--- config.mk ---
export PLATFORM = sky130hd
export DESIGN_NAME = isr_bank
export DESIGN_NICKNAME = d
export VERILOG_FILES = /design/src/rtl/isr_pkg.sv /design/src/rtl/isr_defer.sv /design/src/rtl/isr_regs.sv /design/src/rtl/isr_rdport.sv /design/src/rtl/isr_bank.sv
export SDC_FILE = /design/constraint.sdc
export NUM_CORES = 1
export LEC_CHECK = 0
export BUFFER_PORTS_ARGS = -buffer_cell sky130_fd_sc_hd__buf_2
export CAP_MARGIN = 20
export CORE_ASPECT_RATIO = 0.6
export CORE_MARGIN = 5
export CORE_UTILIZATION = 30
export DETAILED_ROUTE_END_ITERATION = 10
export GPL_TIMING_DRIVEN = 0
export PLACE_DENSITY = 0.55
export SLEW_MARGIN = 20
export SYNTH_ARGS = -nofsm -noshare
export SYNTH_HDL_FRONTEND = slang
export SYNTH_SLANG_ARGS = --single-unit
--- constraint.sdc ---
create_clock -name clk -period 1.05 [get_ports clk]
set_input_delay 0 -clock clk [delete_from_list [all_inputs] [get_ports clk]]
set_output_delay 0 -clock clk [all_outputs]
set_load 0.1 [all_outputs]
--- src/rtl/isr_pkg.sv ---
package isr_pkg;

   // interrupt cause encodings
   localparam logic [7:0] CAUSE_FUNC_DONE = 8'h08;
   localparam logic [7:0] CAUSE_BUS_SVC   = 8'h10;
   localparam logic [7:0] CAUSE_DISCON    = 8'h20;
   localparam logic [7:0] CAUSE_BUS_RST   = 8'h80;

   // status byte bit positions
   localparam int STAT_TC_BIT  = 4;
   localparam int STAT_PE_BIT  = 5;
   localparam int STAT_GE_BIT  = 6;
   localparam int STAT_INT_BIT = 7;

   // phase codes
   localparam logic [2:0] PH_DATA_OUT = 3'd0;
   localparam logic [2:0] PH_DATA_IN  = 3'd1;
   localparam logic [2:0] PH_COMMAND  = 3'd2;
   localparam logic [2:0] PH_STATUS   = 3'd3;
   localparam logic [2:0] PH_MSG_OUT  = 3'd6;
   localparam logic [2:0] PH_MSG_IN   = 3'd7;

   // sequence step values
   localparam logic [2:0] STEP_IDLE = 3'd0;
   localparam logic [2:0] STEP_ACK  = 3'd4;

   typedef struct packed {
      logic       vld;
      logic [2:0] phase;
   } cmpl_evt_t;

endpackage

--- src/rtl/isr_defer.sv ---
module isr_defer
   import isr_pkg::*;
#(
   parameter int PHASE_W      = 3,
   parameter bit DEFER_LATEST = 1'b1
) (
   input  logic               clk,
   input  logic               rst,
   input  logic               cmpl_valid,
   input  logic [PHASE_W-1:0] cmpl_phase,
   input  logic               pend,
   output logic               apply_vld,
   output logic [PHASE_W-1:0] apply_phase,
   output logic               held_q
);

   logic [PHASE_W-1:0] held_phase_q;
   logic               release_now;
   logic               store_now;
   logic [PHASE_W-1:0] store_phase;

   assign release_now = held_q && !pend;
   assign store_now   = cmpl_valid && (pend || release_now);
   assign apply_vld   = release_now || (cmpl_valid && !pend);
   assign apply_phase = release_now ? held_phase_q : cmpl_phase;

   generate
      if (DEFER_LATEST) begin : g_latest
         assign store_phase = cmpl_phase;
      end else begin : g_first
         assign store_phase = (held_q && !release_now) ? held_phase_q : cmpl_phase;
      end
   endgenerate

   always_ff @(posedge clk) begin
      if (rst) begin
         held_q       <= 1'b0;
         held_phase_q <= '0;
      end else if (store_now) begin
         held_q       <= 1'b1;
         held_phase_q <= store_phase;
      end else if (release_now) begin
         held_q       <= 1'b0;
      end
   end


   hold_on_pend_chk: assert property (@(posedge clk) disable iff (rst)
      (pend && cmpl_valid) |=> held_q);


   release_once_chk: assert property (@(posedge clk) disable iff (rst)
      (held_q && !pend && !cmpl_valid) |=> !held_q);

endmodule

--- src/rtl/isr_regs.sv ---
module isr_regs
   import isr_pkg::*;
#(
   parameter int PHASE_W = 3,
   parameter int SEQ_W   = 3,
   parameter int CAUSE_W = 8
) (
   input  logic               clk,
   input  logic               rst,
   input  logic               apply_vld,
   input  logic [PHASE_W-1:0] apply_phase,
   input  logic               rd_cause,
   input  logic               tc_hit,
   output logic [PHASE_W-1:0] phase_q,
   output logic               tc_q,
   output logic [SEQ_W-1:0]   seq_q,
   output logic [CAUSE_W-1:0] cause_q
);

   localparam logic [SEQ_W-1:0]   SEQ_ACK  = SEQ_W'(STEP_ACK);
   localparam logic [SEQ_W-1:0]   SEQ_IDLE = SEQ_W'(STEP_IDLE);
   localparam logic [CAUSE_W-1:0] CAUSE_BS = CAUSE_W'(CAUSE_BUS_SVC);

   always_ff @(posedge clk) begin
      if (rst) begin
         phase_q <= '0;
         tc_q    <= 1'b0;
         seq_q   <= '0;
         cause_q <= '0;
      end else begin
         if (rd_cause) begin
            cause_q <= '0;
            tc_q    <= 1'b0;
            seq_q   <= SEQ_ACK;
         end
         if (tc_hit) begin
            tc_q <= 1'b1;
         end
         if (apply_vld) begin
            phase_q <= apply_phase;
            tc_q    <= 1'b1;
            seq_q   <= SEQ_IDLE;
            cause_q <= CAUSE_BS;
         end
      end
   end


   cmpl_load_chk: assert property (@(posedge clk) disable iff (rst)
      apply_vld |=> (cause_q == CAUSE_BS && tc_q && seq_q == SEQ_IDLE
                     && phase_q == $past(apply_phase)));


   ack_clear_chk: assert property (@(posedge clk) disable iff (rst)
      (rd_cause && !apply_vld && !tc_hit) |=> (cause_q == '0 && !tc_q && seq_q == SEQ_ACK));


   tc_set_chk: assert property (@(posedge clk) disable iff (rst)
      (tc_hit && !apply_vld && !rd_cause) |=> (tc_q && $stable(cause_q) && $stable(seq_q)));

endmodule

--- src/rtl/isr_rdport.sv ---
module isr_rdport
   import isr_pkg::*;
#(
   parameter int              ADDR_W   = 4,
   parameter int              DATA_W   = 8,
   parameter int              PHASE_W  = 3,
   parameter int              SEQ_W    = 3,
   parameter int              CAUSE_W  = 8,
   parameter logic [ADDR_W-1:0] OFS_STAT  = 'h4,
   parameter logic [ADDR_W-1:0] OFS_CAUSE = 'h5,
   parameter logic [ADDR_W-1:0] OFS_SEQ   = 'h6,
   parameter bit              OUT_REG  = 1'b1
) (
   input  logic               clk,
   input  logic               rst,
   input  logic [ADDR_W-1:0]  reg_addr,
   input  logic               reg_rd,
   input  logic [PHASE_W-1:0] phase_q,
   input  logic               tc_q,
   input  logic [SEQ_W-1:0]   seq_q,
   input  logic [CAUSE_W-1:0] cause_q,
   output logic               rd_cause,
   output logic [DATA_W-1:0]  reg_rdata
);

   logic [7:0]        stat_byte;
   logic [DATA_W-1:0] sel_data;

   always_comb begin
      stat_byte               = '0;
      stat_byte[2:0]          = 3'(phase_q);
      stat_byte[STAT_TC_BIT]  = tc_q;
      stat_byte[STAT_INT_BIT] = |cause_q;
   end

   assign rd_cause = reg_rd && (reg_addr == OFS_CAUSE);

   always_comb begin
      if (reg_addr == OFS_STAT)       sel_data = DATA_W'(stat_byte);
      else if (reg_addr == OFS_CAUSE) sel_data = DATA_W'(cause_q);
      else if (reg_addr == OFS_SEQ)   sel_data = DATA_W'(seq_q);
      else                            sel_data = '0;
   end

   generate
      if (OUT_REG) begin : g_reg
         logic [DATA_W-1:0] rdata_q;
         always_ff @(posedge clk) begin
            if (rst)         rdata_q <= '0;
            else if (reg_rd) rdata_q <= sel_data;
         end
         assign reg_rdata = rdata_q;
      end else begin : g_comb
         assign reg_rdata = reg_rd ? sel_data : '0;
      end
   endgenerate

endmodule

--- src/rtl/isr_bank.sv ---
module isr_bank
   import isr_pkg::*;
#(
   parameter int ADDR_W       = 4,
   parameter int DATA_W       = 8,
   parameter int PHASE_W      = 3,
   parameter int SEQ_W        = 3,
   parameter bit OUT_REG      = 1'b1,
   parameter bit DEFER_LATEST = 1'b1
) (
   input  logic               clk,
   input  logic               rst,
   input  logic [ADDR_W-1:0]  reg_addr,
   input  logic               reg_rd,
   input  logic               reg_wr,
   input  logic [DATA_W-1:0]  reg_wdata,
   output logic [DATA_W-1:0]  reg_rdata,
   input  logic               cmpl_valid,
   input  logic [PHASE_W-1:0] cmpl_phase,
   input  logic               tc_hit,
   output logic               irq
);

   localparam int CAUSE_W = 8;
   localparam logic [ADDR_W-1:0] OFS_STAT  = ADDR_W'(4'h4);
   localparam logic [ADDR_W-1:0] OFS_CAUSE = ADDR_W'(4'h5);
   localparam logic [ADDR_W-1:0] OFS_SEQ   = ADDR_W'(4'h6);

   generate
      if (ADDR_W < 4) begin : g_bad_addr
         $error("isr_bank: ADDR_W must be at least 4");
      end
      if (DATA_W < 8) begin : g_bad_data
         $error("isr_bank: DATA_W must be at least 8");
      end
      if (PHASE_W != 3) begin : g_bad_phase
         $error("isr_bank: PHASE_W must be 3");
      end
      if (SEQ_W < 3 || SEQ_W > DATA_W) begin : g_bad_seq
         $error("isr_bank: SEQ_W out of range");
      end
   endgenerate

   logic               apply_vld;
   logic [PHASE_W-1:0] apply_phase;
   logic               held_q;
   logic               rd_cause;
   logic [PHASE_W-1:0] phase_q;
   logic               tc_q;
   logic [SEQ_W-1:0]   seq_q;
   logic [CAUSE_W-1:0] cause_q;
   logic               pend;

   assign pend = |cause_q;
   assign irq  = pend;

   isr_defer #(
      .PHASE_W      (PHASE_W),
      .DEFER_LATEST (DEFER_LATEST)
   ) u_defer (
      .clk         (clk),
      .rst         (rst),
      .cmpl_valid  (cmpl_valid),
      .cmpl_phase  (cmpl_phase),
      .pend        (pend),
      .apply_vld   (apply_vld),
      .apply_phase (apply_phase),
      .held_q      (held_q)
   );

   isr_regs #(
      .PHASE_W (PHASE_W),
      .SEQ_W   (SEQ_W),
      .CAUSE_W (CAUSE_W)
   ) u_regs (
      .clk         (clk),
      .rst         (rst),
      .apply_vld   (apply_vld),
      .apply_phase (apply_phase),
      .rd_cause    (rd_cause),
      .tc_hit      (tc_hit),
      .phase_q     (phase_q),
      .tc_q        (tc_q),
      .seq_q       (seq_q),
      .cause_q     (cause_q)
   );

   isr_rdport #(
      .ADDR_W    (ADDR_W),
      .DATA_W    (DATA_W),
      .PHASE_W   (PHASE_W),
      .SEQ_W     (SEQ_W),
      .CAUSE_W   (CAUSE_W),
      .OFS_STAT  (OFS_STAT),
      .OFS_CAUSE (OFS_CAUSE),
      .OFS_SEQ   (OFS_SEQ),
      .OUT_REG   (OUT_REG)
   ) u_rdport (
      .clk       (clk),
      .rst       (rst),
      .reg_addr  (reg_addr),
      .reg_rd    (reg_rd),
      .phase_q   (phase_q),
      .tc_q      (tc_q),
      .seq_q     (seq_q),
      .cause_q   (cause_q),
      .rd_cause  (rd_cause),
      .reg_rdata (reg_rdata)
   );


   reset_clear_chk: assert property (@(posedge clk)
      rst |=> (cause_q == '0 && !held_q && !irq && !tc_q && seq_q == '0));


   wr_ignore_chk: assert property (@(posedge clk) disable iff (rst)
      (reg_wr && !$isunknown(reg_wdata) && !reg_rd && !cmpl_valid && !tc_hit && !held_q)
      |=> ($stable(cause_q) && $stable(phase_q) && $stable(tc_q) && $stable(seq_q)));

endmodule

# Word level (Yosys, flattened, before mapping)
# Cells that the tools add are included.
[totals] n_memories=0 romBits=0 word_cells=32 latch_bits=0 register_bits=18 ram_bits=0
[op_classes] multipliers=0 mux=11 n_addsub=0 order_cmp=0 n_bitwise=0 eq_ne=3 shifts=0 div=0 reduce_logical=11
[op_table] cell="$mux 8" count=2
[op_table] cell="$eq 4x3->1 const B" count=3
[op_table] cell="$mux 5" count=2
[op_table] cell="$mux 3" count=2
[op_table] cell="$mux 1" count=5
[op_table] cell="$logic_and 1x1->1" count=4
[op_table] cell="$reduce_bool 2->1" count=2
[op_table] cell="$reduce_bool 3->1" count=1
[op_table] cell="$logic_or 1x1->1" count=2
[op_table] cell="$reduce_or 2->1" count=1
[op_table] cell="$logic_not 1->1" count=1

# Logic depth before layout (Yosys ltp)
# Gate-level depths: netlist of the first run.
[depth] depth_word=5 mapped_depth=4

# Hierarchy
# From an unflattened synthesis of the first run, not the netlist that was laid out.
[hier_totals] hier_cells=111 hier_area_um2=1007.2
[modules_own_cells] mod="isr_rdport" seq_area_each_um2=160.2 area_each_um2=473.0 cells_per_inst=54 n_inst=1
[modules_own_cells] mod="isr_regs" seq_area_each_um2=120.1 area_each_um2=282.8 cells_per_inst=31 n_inst=1
[modules_own_cells] mod="isr_defer" seq_area_each_um2=80.1 area_each_um2=235.2 cells_per_inst=23 n_inst=1
[modules_own_cells] mod="isr_bank" seq_area_each_um2=0.0 area_each_um2=16.3 cells_per_inst=3 n_inst=1

# Worst setup path after synthesis of the first run
# No wires, ideal clock.
[synth_timing] path_kind="reg-to-reg" from="register u_regs.cause_q[4]" to="register u_regs.phase_q[0]" setup_ns=0.122 period_less_slack_ns=1.723 required_ns=0.928 setup_slack_ns=-0.673 path_stages_with_launch=4 n_path_buf=0 t_arrival_ns=1.600 path_cell_list="dfxtp_1 -> nand2b_4 -> mux2i_1 -> a211oi_1"
[synth_between] elab_chain_len=3
[synth_rtl] item="start, declared" line="isr_regs.sv:17" text="output logic [CAUSE_W-1:0] cause_q"
[synth_rtl] item="start signal, assigned" line="isr_regs.sv:29" text="cause_q <= '0;"
[synth_rtl] item="start signal, assigned" line="isr_regs.sv:32" text="cause_q <= '0;"
[synth_rtl] item="start signal, assigned" line="isr_regs.sv:43" text="cause_q <= CAUSE_BS;"
[synth_rtl] item="$logic_not 1->1 *" line="isr_defer.sv:22, isr_defer.sv:24"
[synth_rtl] item="$logic_and 1x1->1, on equally long branches" line="isr_defer.sv:22, isr_defer.sv:24"
[synth_rtl] item="$mux 3 or $logic_or 1x1->1 (tied branches)" line="isr_defer.sv:25, isr_defer.sv:24"
[synth_rtl] item="end signal, assigned" line="isr_regs.sv:40" text="phase_q <= apply_phase;"
[synth_rtl] item="end, declared" line="isr_regs.sv:14" text="output logic [PHASE_W-1:0] phase_q,"
# Mark *: on every way between the ends. The rest lies on a longest branch, timed or not.
# A chain may end at the register's enable or synchronous reset.

==> run_results.csv, run 1 <==
group,metric,value,unit
clock_network,cts_tree,"done",
sta,final_hold_viol_count,0,
yosys,synth_edf_count,0,
global_route,grt_max_degree,11,
finish,fillers,229,
setup_path,worstReg2RegStart,"u_regs.cause_q[4]",
global_route,gr-usage-met1,11.2,%
yosys,ys_types,25,
route,route.vias.total,581,
global_route,grt_pass1_wl,2310,microns
finish,final_cell_mix,"buf_2 (11), nor2_1 (10), buf_4 (9), dfxtp_1 (8), dlygate4sd3_1 (7)",
sta,maxSlewViolCount,0,
sta,finalClockSkew,13.3,ps
route,viasPerCell,4.47,
floorplanning,start_util,30.9,%
setup_path,path_cells,"dlygate4sd3_1 > buf_2 > and4bb_2 > a32oi_1 > nor2_1",
yosys,synthArstFlopShare,0,%
sta,min_period,1010,ps
min_path,hold_end,"u_rdport.reg_rdata[2]",
finish,fin_cells,130,
setup_path,end_kind,"flop",
floorplanning,io_pins,30,
yosys,syn-mean-instance-area,9.48,sq um
placement,place_inst,118,
sta,max_freq,0.989,GHz
route,drc,0,
yosys,syn_inst,69,
power,power.leakage,0.445,nW
setup_path,required,1250,ps
finish,nets,122,
finish,drive_gt1_share,42.0,%
clock_network,cts_max_path_buffers,2,
sta,setup_viol,0,
run_status,outcome,"complete, no violations",
min_path,min_path_cells,4,
power,power.density,1350,mW/mm^2
finish,area_growth_syn_to_layout,44.9,%
global_route,busiest_layer,"met2",
global_route,track_usage,9.53,%
clock_network,cts.reportedPaths.clkPinSlew,110,ps
yosys,synth_area_leaders,"dfxtp_1 (46%), mux2i_1 (9.2%), nor2_1 (5.7%)",
power,p_total,1.28,mW
route,avgRoutedWirePerCell,11.2,microns
floorplanning,die_x,70.3,microns
route,postRouteAntennaNets,0,
yosys,yosysTopAreaCellShare,45.9,%
global_route,use_met3,5.66,%
min_path,hold_path.class,"in2reg",
setup_path,worstPathMaxFanout,5,
global_route,antenna_found_initial,0,
min_path,hold_start,"reg_addr[3]",
yosys,synth_ff_type,"dfxtp_1",
sta,rsz0062_at_grt,"no",
global_route,grt_pass1_vias,529,
run,drv_cap,0,
clock_network,cts_sinks,15,
yosys,ys.warnings.count,0,
route,dr.pass1.iters,3,
floorplanning,die-area,0.00325,sq mm
finish,antenna_cells,0,
route,drtIter0Drc,11,
yosys,yosysTopAreaCell,"dfxtp_1",
clock_network,clkLatencyLatePin,300,ps
clock_network,h-tree-depth,1,
yosys,ys_ff_latch,15,
floorplanning,rows,13,
placement,dp_hpwl,1080,microns
setup_path,r2r_slack,60,ps
setup_path,crit_type,"in2reg",
placement,port_buffers,17,
setup_path,cp-start-kind,"input port",
yosys,synth_area,654,sq um
sta,fin_crit_sh,96.3,%
floorplanning,coreArea,0.00211,sq mm
route,drt_wl_total,1460,microns
setup_path,crit-reg2reg-capture,"u_regs.phase_q[1]",
setup_path,slowest_delay,530,ps
yosys,ys_seq_area_share,45.9,%
setup_path,cp.arrival,1210,ps
power,vdd_drop_max,544,uV
clock_network,cts_made_buffers,3,
setup_path,r2r_cells,3,
floorplanning,dieHeight,46.2,microns
finish,mostFrequentLayoutCell,"buf_2",
global_route,met2_usage,14.5,%
sta,setup-tns-final,0,ps
setup_path,slowest_stage,"dlygate4sd3_1",
clock_network,root_buffer,"clkbuf_4",
placement,gp_congestion,0.758,
global_route,grt_overflow,0,
==> routing by layer <==
metal,up-vias,part of all wire (%)
li1,299,-
met1,267,50
met2,12,43
met3,3,6.5
met4,0,0.75
met5,-,0
==> sequential cells by signal, summed over array words and instances (netlist names) <==
signal                flops
u_defer.held_phase_q      3
u_defer.held_q            1
u_rdport.reg_rdata        5
u_regs.cause_q            1
u_regs.phase_q            3
u_regs.seq_q              1
u_regs.tc_q               1
==> kinds of logic (layout without fill, tap and decap cells) <==
| kind of cell | count (synthesis) | in the layout | share of synthesized area [%] |
|---|---|---|---|
| other | 1 | 3 | 0.573 |
| DFF | 15 | 15 | 45.9 |
| AOI/OAI and AO/OA | 17 | 17 | 17.0 |
| muxes | 8 | 8 | 12.6 |
| and+or+nand+nor | 20 | 20 | 17.0 |
| buffers and inverters | 8 | 37 | 6.88 |
==> synth_stat cells (2+ instances only) <==
cell type  number
o21ai_0         3
a21oi_1         6
dfxtp_1        15
buf_4           4
nor2_1         10
nand2_1         2
a211oi_1        3
inv_1           2
nand3_1         2
a32oi_1         2
mux2i_1         6
==> metrics by stage <==
stage | util, % | area (sq um) | setup WS (ps) | hold WS (ps)
floorplan | - | 691 | -81.4 | 69.1
global placement | 38.5 | 813 | -9.36 | 246
detailed placement | 38.5 | 813 | -59.9 | 258
CTS | 44.0 | 931 | 1.53 | 4.59
global route | 44.9 | 948 | 1.63 | 10.0
finish | 44.9 | 948 | 38.5 | 11.7
==> worst max-delay path: cells and delay by family <==
| family | cells | cell delay (ps) |
|---|---|---|
| compound gates | 1 | 210 |
| buf+inv | 2 | 680 |
| simple gates | 2 | 320 |
==> layout make-up <==
cell class / count / area [sq um] / share of cell area [%]
plain buffers: 4 / 27.5 / 2.90
clock buffers: 3 / 22.5 / 2.37
clock inverters: 1 / 6.26 / 0.660
inverters: 3 / 11.3 / 1.19
multi-input cells: 48 / 342 / 36.0
flip-flops and latches: 15 / 312 / 32.8
well taps: 30 / 37.5 / 3.96
repair buffers: 26 / 190 / 20.1
==> repair_timing <==
item                                    CTS  global route
hold endpoints to repair                 10             0
endpoints found under the setup margin    8             7
buffers inserted                          0             2
hold buffers                              7             0
gates resized for setup                   7             5
pin swaps                                 1             1
==> power breakdown <==
part	switching, mW	internal [mW]	total, mW
sequential	0.0225	0.600	0.622
clock	0.213	0.147	0.361
combinational	0.175	0.119	0.294
==> worst max path at each step <==
stage               slack, ps               endpoint  cells after the start                  start
floorplan                 -80      u_regs.phase_q[0]                      3      u_regs.cause_q[4]
finish                     40  u_rdport.reg_rdata[1]                      5                 reg_rd
global placement           -9      u_regs.phase_q[0]                      4         u_defer.held_q
global route                2      u_regs.phase_q[1]                      3      u_regs.cause_q[4]
CTS                         2           reg_rdata[7]                      1  u_rdport.reg_rdata[7]
detailed placement        -60      u_regs.phase_q[1]                      4         u_defer.held_q
Note: power is estimated with default switching activity, not from simulation.
==> run 2, diff against run 1 <==
--- a/config.mk
+++ b/config.mk
@@ -5,6 +5,7 @@
 export SDC_FILE = /design/constraint.sdc
 export NUM_CORES = 1
 export LEC_CHECK = 0
+export ABC_AREA = 1
 export BUFFER_PORTS_ARGS = -buffer_cell sky130_fd_sc_hd__buf_2
 export CAP_MARGIN = 20
 export CORE_ASPECT_RATIO = 0.6
==> run 2 against run 1 <==
Effect of this change:
- register-to-register slack improved by 40 ps
- worst hold slack got worse by 9.6 ps
- synthesized cell count increased by 43%
- setup slack improved by 22 ps
- sequential cell count unchanged
- clock skew decreased by 11 ps
- cell count increased by 18%
- maximum frequency increased by 2.2%
- die area increased by 5.9%
- clock power increased by 32%
- critical path depth decreased by 4
==> run_results.csv, run 2 <==
group,metric,value,unit
run_status,outcome,"complete, no violations",
global_route,gr-usage-met1,13.4,%
yosys,ys.warnings.count,0,
sta,setup-tns-final,0,ps
clock_network,cts.reportedPaths.clkPinSlew,60,ps
route,drt_wl_total,1540,microns
finish,mostFrequentLayoutCell,"nand2_1",
yosys,synth_most_common_cell,"nand2_1",
floorplanning,dieHeight,47.5,microns
finish,nets,145,
floorplanning,rows,13,
sta,fin_crit_sh,94.2,%
route,drc,0,
route,viasPerCell,4.29,
yosys,syn-mean-instance-area,7.09,sq um
yosys,ys_seq_area_share,42.8,%
yosys,synth_area_leaders,"dfxtp_1 (43%), nand2_1 (11%), nand3_1 (10%)",
clock_network,clkLatencyLatePin,250,ps
floorplanning,die-area,0.00344,sq mm
setup_path,end_kind,"output pin",
clock_network,cts_tree,"done",
placement,gp_congestion,0.753,
finish,drive_gt1_share,35.0,%
finish,antenna_cells,0,
setup_path,slowest_delay,420,ps
setup_path,required,1050,ps
power,power.leakage,0.458,nW
yosys,ys_ff_latch,15,
yosys,synthArstFlopShare,0,%
finish,largest_register_ffs,5,
route,avgRoutedWirePerCell,10.1,microns
yosys,synth_ff_type,"dfxtp_1",
finish,register_area,312,sq um
route,dr.pass1.iters,4,
yosys,syn_inst,99,
setup_path,path_cells,"buf_2",
yosys,synth_area,702,sq um
clock_network,cts_setup_buffers,0,
setup_path,cp.arrival,990,ps
sta,maxSlewViolCount,0,
sta,max_freq,1.01,GHz
global_route,antenna_found_initial,0,
global_route,track_usage,10.1,%
power,power.density,1570,mW/mm^2
yosys,ys_types,18,
yosys,yosysTopAreaCellShare,42.8,%
placement,place_inst,148,
run,drv_cap,0,
global_route,use_met3,4.82,%
setup_path,cp-start-kind,"flop",
finish,final_cell_mix,"nand2_1 (20), buf_2 (18), nand3_1 (14), inv_1 (9), nor2_1 (9)",
global_route,grt_overflow,0,
sta,finalClockSkew,1.81,ps
global_route,busiest_layer,"met2",
clock_network,cts_sinks,15,
setup_path,critPathBufInv,1,
floorplanning,die_x,72.4,microns
global_route,grt_pass1_wl,2630,microns
floorplanning,io_pins,30,
clock_network,h-tree-depth,1,
finish,area_growth_syn_to_layout,28.5,%
power,p_total,1.42,mW
route,route.vias.total,657,
clock_network,cts_max_path_buffers,2,
placement,dp_hpwl,1220,microns
yosys,yosysTopAreaCell,"dfxtp_1",
setup_path,slowest_stage,"buf_2",
finish,fin_util,41.1,%
setup_path,crit_family,"buffers and inverters",
sta,final_hold_viol_count,0,
yosys,synth_edf_count,0,
sta,rsz0062_at_grt,"no",
finish,fillers,247,
clock_network,cts_made_buffers,3,
global_route,met2_usage,15.2,%
route,postRouteAntennaNets,0,
sta,min_period,989,ps
floorplanning,start_util,32.0,%
global_route,grt_max_degree,11,
route,drtIter0Drc,27,
finish,fin_cells,153,
power,vdd_drop_max,849,uV
placement,port_buffers,17,
finish,multiInputGateArea,328,sq um
setup_path,crit_type,"reg2out",
clock_network,root_buffer,"clkbuf_8",
global_route,grt_pass1_vias,570,
floorplanning,coreArea,0.00220,sq mm
yosys,synth_common_cells,"nand2_1 (20), dfxtp_1 (15), nand3_1 (14)",
sta,setup_viol,0,
setup_path,worstPathMaxFanout,2,
min_path,hold_path.class,"in2reg",
==> run 2: cell count changes after synthesis, moves of 2 or more <==
cell and change:
nand2_1 +18, a211oi_1 -3, inv_1 +7, inv_2 +3, a32oi_1 -2, o21ai_1 +4
buf_2 +2, a21oi_1 +2, nand2_4 +2, nand3_1 +12, mux2i_1 -6
==> run 2: timing repair <==
item,4_1_cts,5_1_grt
endpoints found under the hold margin,1,0
hold buffers,1,0
gates cloned,0,0
resized for setup,1,1
endpoints found under the setup margin,1,5
==> run 2: metal layers <==
| layer | share of wire, % | up-vias |
|---|---|---|
| met3 | 8.2 | 0 |
| li1 | - | 359 |
| met1 | 50 | 282 |
| met4 | 0 | 0 |
| met5 | 0 | - |
| met2 | 41 | 16 |
==> run 2: final timing paths <==
check	start	to	slack (ps)	depth (start not counted)
hold / removal	rst	u_defer.held_q	2	2
setup reg to reg	u_defer.held_q	u_defer.held_phase_q[2]	100	4
setup / recovery	u_rdport.reg_rdata[1]	reg_rdata[1]	60	1
hold reg to reg	u_defer.held_phase_q[0]	u_defer.held_phase_q[0]	450	2
==> run 2: cell type report <==
cell class | instances | area share (%)
clock inverters | 1 | 0.555
inverters | 13 | 5.41
clock buffers | 3 | 4.58
plain buffers | 5 | 3.61
multi-input cells | 68 | 36.3
well taps | 30 | 4.16
flip-flops and latches | 15 | 34.5
repair buffers | 18 | 10.8
==> run 2: power breakdown <==
| group | internal [mW] | leakage [nW] | switching, mW |
|---|---|---|---|
| clock network | 0.263 | 0.0255 | 0.213 |
| logic | 0.0802 | 0.306 | 0.230 |
| registers | 0.608 | 0.126 | 0.0266 |
| total | 0.951 | 0.458 | 0.470 |
==> run 2: through the flow <==
| step | hold WS [ps] | setup WS, ps | instance area (sq um) |
|---|---|---|---|
| 2_1_floorplan | 69.1 | 23.7 | 719 |
| 3_3_place_gp | 255 | 84.7 | 842 |
| 3_5_place_dp | 261 | 63.7 | 842 |
| 4_1_cts | 16.0 | 51.1 | 901 |
| 5_1_grt | 31.2 | 6.86 | 902 |
| 6_report | 2.18 | 60.7 | 902 |
==> run 2: cells by family after synthesis <==
kind of cell,synth area share [%]
simple gates,32.1
buf+inv,11.6
compound gates,13.0
flops,42.8
other cells,0.534
